### config.mk
export PLATFORM = sky130hd
export DESIGN_NAME = shaper_rank
export DESIGN_NICKNAME = d
export VERILOG_FILES = /design/src/rtl/shaper_rank_pkg.sv /design/src/rtl/shaper_refill.sv /design/src/rtl/shaper_delay.sv /design/src/rtl/shaper_rank.sv
export SDC_FILE = /design/constraint.sdc
export NUM_CORES = 1
export LEC_CHECK = 0
export CORE_MARGIN = 2
export CORE_UTILIZATION = 34
export CTS_BUF_LIST = sky130_fd_sc_hd__clkbuf_16
export DETAILED_ROUTE_END_ITERATION = 6
export DONT_BUFFER_PORTS = 1
export PLACE_DENSITY_LB_ADDON = 0.3
export SLEW_MARGIN = 20
export SYNTH_ARGS = -nofsm -noshare
export SYNTH_HDL_FRONTEND = slang
export SYNTH_HIERARCHICAL = 1
export SYNTH_SLANG_ARGS = --single-unit
### constraint.sdc
create_clock -name clk -period 38.4 [get_ports clk]
set_input_delay 3.84 -clock clk [delete_from_list [all_inputs] [get_ports clk]]
set_output_delay 3.84 -clock clk [all_outputs]
set_load 0.005 [all_outputs]
### src/rtl/shaper_rank_pkg.sv
// Package: default widths shared by the departure-time stamper and its checker.
// Assumes LEN_W < TOK_W and TOK_W + 2 <= TIME_W.
package shaper_rank_pkg;
    parameter int TIME_W_D  = 32;
    parameter int TOK_W_D   = 24;
    parameter int LEN_W_D   = 16;
    parameter int SHIFT_W_D = 4;
endpackage

### src/rtl/shaper_refill.sv
// Module: shaper_refill
// Adds elapsed-time credit to the bucket and clips the result at the depth.
// Assumes elapsed time wraps modulo 2^TIME_W. The intermediate sum is wide
// enough for the largest shift, so it never overflows.
module shaper_refill #(
    parameter int TIME_W  = 32,
    parameter int TOK_W   = 24,
    parameter int SHIFT_W = 4
) (
    input  logic signed [TOK_W-1:0]   tok_cur,
    input  logic        [TIME_W-1:0]  last_t,
    input  logic        [TIME_W-1:0]  now,
    input  logic        [SHIFT_W-1:0] rate_shift,
    input  logic        [TOK_W-2:0]   burst,
    output logic signed [TOK_W-1:0]   tok_fill
);
    localparam int MAX_SH = (1 << SHIFT_W) - 1;
    localparam int SUM_W  = TIME_W + MAX_SH + 2;

    logic        [TIME_W-1:0] elapsed;
    logic        [SUM_W-1:0]  gain_u;
    logic signed [SUM_W-1:0]  sum_s;
    logic signed [SUM_W-1:0]  cap_s;

    // Refill: credit = elapsed << k, then clip to the bucket depth.
    always_comb begin
        elapsed  = now - last_t;
        gain_u   = {{(SUM_W-TIME_W){1'b0}}, elapsed} << rate_shift;
        sum_s    = $signed({{(SUM_W-TOK_W){tok_cur[TOK_W-1]}}, tok_cur}) + $signed(gain_u);
        cap_s    = $signed({{(SUM_W-TOK_W+1){1'b0}}, burst});
        tok_fill = (sum_s > cap_s) ? cap_s[TOK_W-1:0] : sum_s[TOK_W-1:0];
    end
endmodule

### src/rtl/shaper_delay.sv
// Module: shaper_delay
// Turns a token shortfall into a departure time by dividing it by 2^k,
// rounding up, and charges the packet to the bucket.
// Assumes the refilled count plus the packet length fits in TOK_W+1 bits.
module shaper_delay #(
    parameter int TIME_W  = 32,
    parameter int TOK_W   = 24,
    parameter int LEN_W   = 16,
    parameter int SHIFT_W = 4
) (
    input  logic signed [TOK_W-1:0]   tok_fill,
    input  logic        [LEN_W-1:0]   pkt_len,
    input  logic        [TIME_W-1:0]  now,
    input  logic        [SHIFT_W-1:0] rate_shift,
    output logic        [TIME_W-1:0]  send_t,
    output logic signed [TOK_W-1:0]   tok_after
);
    localparam int DIF_W = TOK_W + 1;
    localparam int RND_W = DIF_W + 1;

    logic signed [DIF_W-1:0] short_s;
    logic        [RND_W-1:0] round_mask;
    logic        [RND_W-1:0] wait_t;
    logic signed [TOK_W-1:0] len_s;

    // Shortfall, divided by the rate with round-up, then added to the current time.
    always_comb begin
        len_s      = $signed({{(TOK_W-LEN_W){1'b0}}, pkt_len});
        short_s    = $signed({len_s[TOK_W-1], len_s}) - $signed({tok_fill[TOK_W-1], tok_fill});
        round_mask = (RND_W'(1) << rate_shift) - RND_W'(1);
        if (short_s > 0)
            wait_t = ({1'b0, short_s} + round_mask) >> rate_shift;
        else
            wait_t = '0;
        send_t    = now + TIME_W'(wait_t);
        tok_after = tok_fill - len_s;
    end
endmodule

### src/rtl/shaper_rank.sv
// Module: shaper_rank (top)
// Token-bucket departure-time stamper: one packet per cycle, rank registered
// one cycle later. It holds the signed token count and the last-update time.
// Assumes synchronous active-low reset and burst < 2^(TOK_W-1).
module shaper_rank
    import shaper_rank_pkg::*;
#(
    parameter int TIME_W  = TIME_W_D,
    parameter int TOK_W   = TOK_W_D,
    parameter int LEN_W   = LEN_W_D,
    parameter int SHIFT_W = SHIFT_W_D
) (
    input  logic               clk,
    input  logic               rst_n,
    input  logic               pkt_valid,
    input  logic [LEN_W-1:0]   pkt_len,
    input  logic [TIME_W-1:0]  now,
    input  logic [SHIFT_W-1:0] rate_shift,
    input  logic [TOK_W-2:0]   burst,
    output logic               rank_valid,
    output logic [TIME_W-1:0]  rank
);
    logic signed [TOK_W-1:0]  tok_q;
    logic        [TIME_W-1:0] last_q;
    logic signed [TOK_W-1:0]  tok_fill;
    logic signed [TOK_W-1:0]  tok_after;
    logic        [TIME_W-1:0] send_t;

    shaper_refill #(.TIME_W(TIME_W), .TOK_W(TOK_W), .SHIFT_W(SHIFT_W)) u_refill (
        .tok_cur    (tok_q),
        .last_t     (last_q),
        .now        (now),
        .rate_shift (rate_shift),
        .burst      (burst),
        .tok_fill   (tok_fill)
    );

    shaper_delay #(.TIME_W(TIME_W), .TOK_W(TOK_W), .LEN_W(LEN_W), .SHIFT_W(SHIFT_W)) u_delay (
        .tok_fill   (tok_fill),
        .pkt_len    (pkt_len),
        .now        (now),
        .rate_shift (rate_shift),
        .send_t     (send_t),
        .tok_after  (tok_after)
    );

    // Bucket state: fill on reset, update only on an accepted packet.
    always_ff @(posedge clk) begin
        if (!rst_n) begin
            tok_q  <= $signed({1'b0, burst});
            last_q <= '0;
        end else if (pkt_valid) begin
            tok_q  <= tok_after;
            last_q <= now;
        end
    end

    // Output register: strobe for one cycle, rank held between packets.
    always_ff @(posedge clk) begin
        if (!rst_n) begin
            rank_valid <= 1'b0;
            rank       <= '0;
        end else begin
            rank_valid <= pkt_valid;
            if (pkt_valid)
                rank <= send_t;
        end
    end
endmodule

==> metrics.txt <==
dpl cell area 0.01791 mm^2; Crit Path Max Fanout 24; Mapped Area 0.01754 mm^2; critical path's slowest cell a211oi_1; Root Driver clkbuf_16; Sw Share 50.29%; Period minus WS final 19.87 ns; syn_nets 2624; first-pass GRT wire length 92510 um; Synth async-reset ratio 0%; total grt overflow 0; fin crit share 51.74%; dominant synthesized flop cell dfxtp_1; I/O pin count 111; Clock Skews 0.02236 ns; number of max-cap violations 0; setup tns final 0 ns; via count 16950; Total GRT Usage 21.72%; slowest stage delay, CP 0.51 ns; fin area 0.01821 mm^2; Hold Crit Class reg -> reg; run status finished clean; Critical Path End Type flip-flop; post-layout util 35.57%; RSZ-0062 raised after global routing no; Initial DRC Count 1409; Worst Path Required 38.71 ns; Final Slew Violations 0; CTS clk-pin slew, worst paths 0.08 ns; nets 2537; FMAX 0.05033 GHz; First-pass DRT Iterations 5; Comb pwr share 70.1%; ANT cells 0; CTS Sinks 89; net switching power figure 347.1 uW; initial antenna violation count 0; fraction of layout cells with a size suffix above 1 5.940%; CP Buf/Inv Count 4; critical path class in -> reg; synth top area cells ha_1 14%, mux2i_1 8.0%, dfxtp_1 7.5%; hold wc startpoint last_q[12]; Slew headroom 32.04%; Final setup viols 0; CTS tree built; vias per cell 5.775; Skew-Pair Late Insertion Delay 0.39 ns; Initial Util 34.25%; Hold Buf Count CTS 0; critical path arrival 20.18 ns; drt drc 0; largest net degree at the start of global routing 91; critical path startpoint now[0]; placer congestion estimate 0.9380; Leakage 8.031 nW; CTS Buffer Depth 2; EDFF count, synth 23; Core Footprint 0.05120 mm^2; routed len/inst 20.04 um; Synth cell types 94; CTS buffer count 9; Startpoint Class primary input; DRT antenna net count 0; cell type with the largest total area after synthesis ha_1; IO Port Bufs 0; post-CTS sizing 0; post-synth top area share 14.41%; Seq/Total Area, Yosys 11.47%; multi-input logic area 0.01429 mm^2; Site Rows 83; share of total power in sequential cells 15.8%; CTS H-tree lvls 3; Yosys Warn Count 6; Peak VDD IR 0.02236 mV; total chip power 690.3 uW; Syn Inst Count 2338; FF-to-FF Start last_q[0]; DIE HEIGHT 231.1 um; delay-heaviest family, CP compound AO/OA/AOI/OAI gates; drt total wl 58850 um; FILL cells 5492; pwr dens 37.91 mW/mm^2; FF+latch area 0.002012 mm^2; final hold violation count 0; die width 231.1 um; Tightest Pin Transition 1.018 ns; FF+latch count, synth 89; number of global-route vias before repair 16280; HPWL Detailed 48550 um; die area 0.05341 mm^2; internal cell power 343.1 uW; # Post-CTS Setup Buffers 0; clock power share 14.1%; Area Growth Syn to Fin 3.831%; Avg Cell Area, Syn 7.501 um^2
==> flip-flops by register name (all words and copies together) (netlist names) <==
register and cells:
tok_q 24, rank_valid 1, rank 32, last_q 32
==> final cells by class <==
class / count / area share (%)
multi-input cells: 1954 / 78.47
flip-flops and latches: 89 / 11.05
well taps: 680 / 4.673
inverters: 192 / 3.958
clock buffers: 9 / 1.237
clock inverters: 7 / 0.4123
repair buffers: 5 / 0.2061
==> metal layers <==
metal | wire (um) | global-route usage [%] | vias up
met5 | 0 | 0 | -
met4 | 1808 | 7.681 | 0
met3 | 2660 | 3.076 | 84
met2 | 27450 | 36.47 | 380
met1 | 26930 | 28.30 | 8167
li1 | - | - | 8323
==> placed cells by master (no fill, tap or decap), types with 41 or more instances in the layout <==
| cell type | Yosys | layout |
|---|---|---|
| nand2_1 | 195 | 195 |
| mux2i_1 | 141 | 141 |
| mux2_2 | 50 | 50 |
| xor2_1 | 53 | 53 |
| ha_1 | 202 | 202 |
| a21oi_1 | 196 | 196 |
| nand3_1 | 51 | 51 |
| nor2_1 | 182 | 182 |
| o21ai_0 | 123 | 123 |
| dfxtp_1 | 66 | 66 |
| a21o_1 | 57 | 57 |
| xnor2_1 | 85 | 85 |
| a211oi_1 | 41 | 41 |
| nor3_1 | 53 | 53 |
| nor2b_1 | 80 | 80 |
| inv_1 | 187 | 187 |
==> metrics by stage <==
step	setup slack, ns	std cells	hold WS [ns]
3_5_place_dp	18.41	2920	0.5025
4_1_cts	18.73	2936	0.5269
2_1_floorplan	21.20	2338	0.4826
6_report	18.53	2936	0.5219
5_1_grt	17.20	2936	0.5469
3_3_place_gp	18.83	2920	0.4973
==> cell families (layout without fill, tap and decap cells) <==
group / Yosys count / after routing / share of synthesized area, %
DFF: 89 / 89 / 11.47
AOI/OAI and AO/OA: 667 / 667 / 25.23
adders and majority gates: 208 / 208 / 15.10
xor gates and xnor gates: 138 / 138 / 6.892
buffers and inverters: 295 / 213 / 7.099
and+or+nand+nor: 716 / 716 / 19.81
muxes: 225 / 225 / 14.40
==> worst paths after layout <==
| path | end | slack [ns] | cells after the start |
|---|---|---|---|
| worst max-delay path | rank[27] | 18.53 | 71 |
| worst min-delay path | last_q[12] | 0.52 | 2 |
| worst max register to register | rank[27] | 21.68 | 70 |
| worst min register to register | last_q[12] | 0.52 | 2 |
==> power groups by stage <==
stage	clock network [mW]	logic (mW)	registers (mW)
after floorplan	0	0.364	0.109
after global placement	0	0.473	0.111
after detailed placement	0	0.474	0.111
after CTS	0.101	0.477	0.109
after global routing	0.103	0.532	0.110
final	0.0977	0.484	0.109
==> synth_stat cells, types with 23 or more instances <==
library cell,instances
nand4_1,30
xor2_1,53
mux2i_1,141
dfxtp_1,66
ha_1,202
a211oi_1,41
o21a_1,25
clkbuf_1,58
edfxtp_1,23
o21ai_0,123
nor3_1,53
nand3_1,51
o21bai_1,25
xnor2_1,85
nand2_1,195
inv_1,187
a21o_1,57
mux2_2,50
a21oi_1,196
nor2b_1,80
nor2_1,182
==> worst min-delay path, stage by stage (launching register included) <==
cell and delay [ns]:
dfxtp_1 0.33, mux2i_1 0.06, nor2b_1 0.09
No activity file was read; power rests on OpenSTA's default activity.
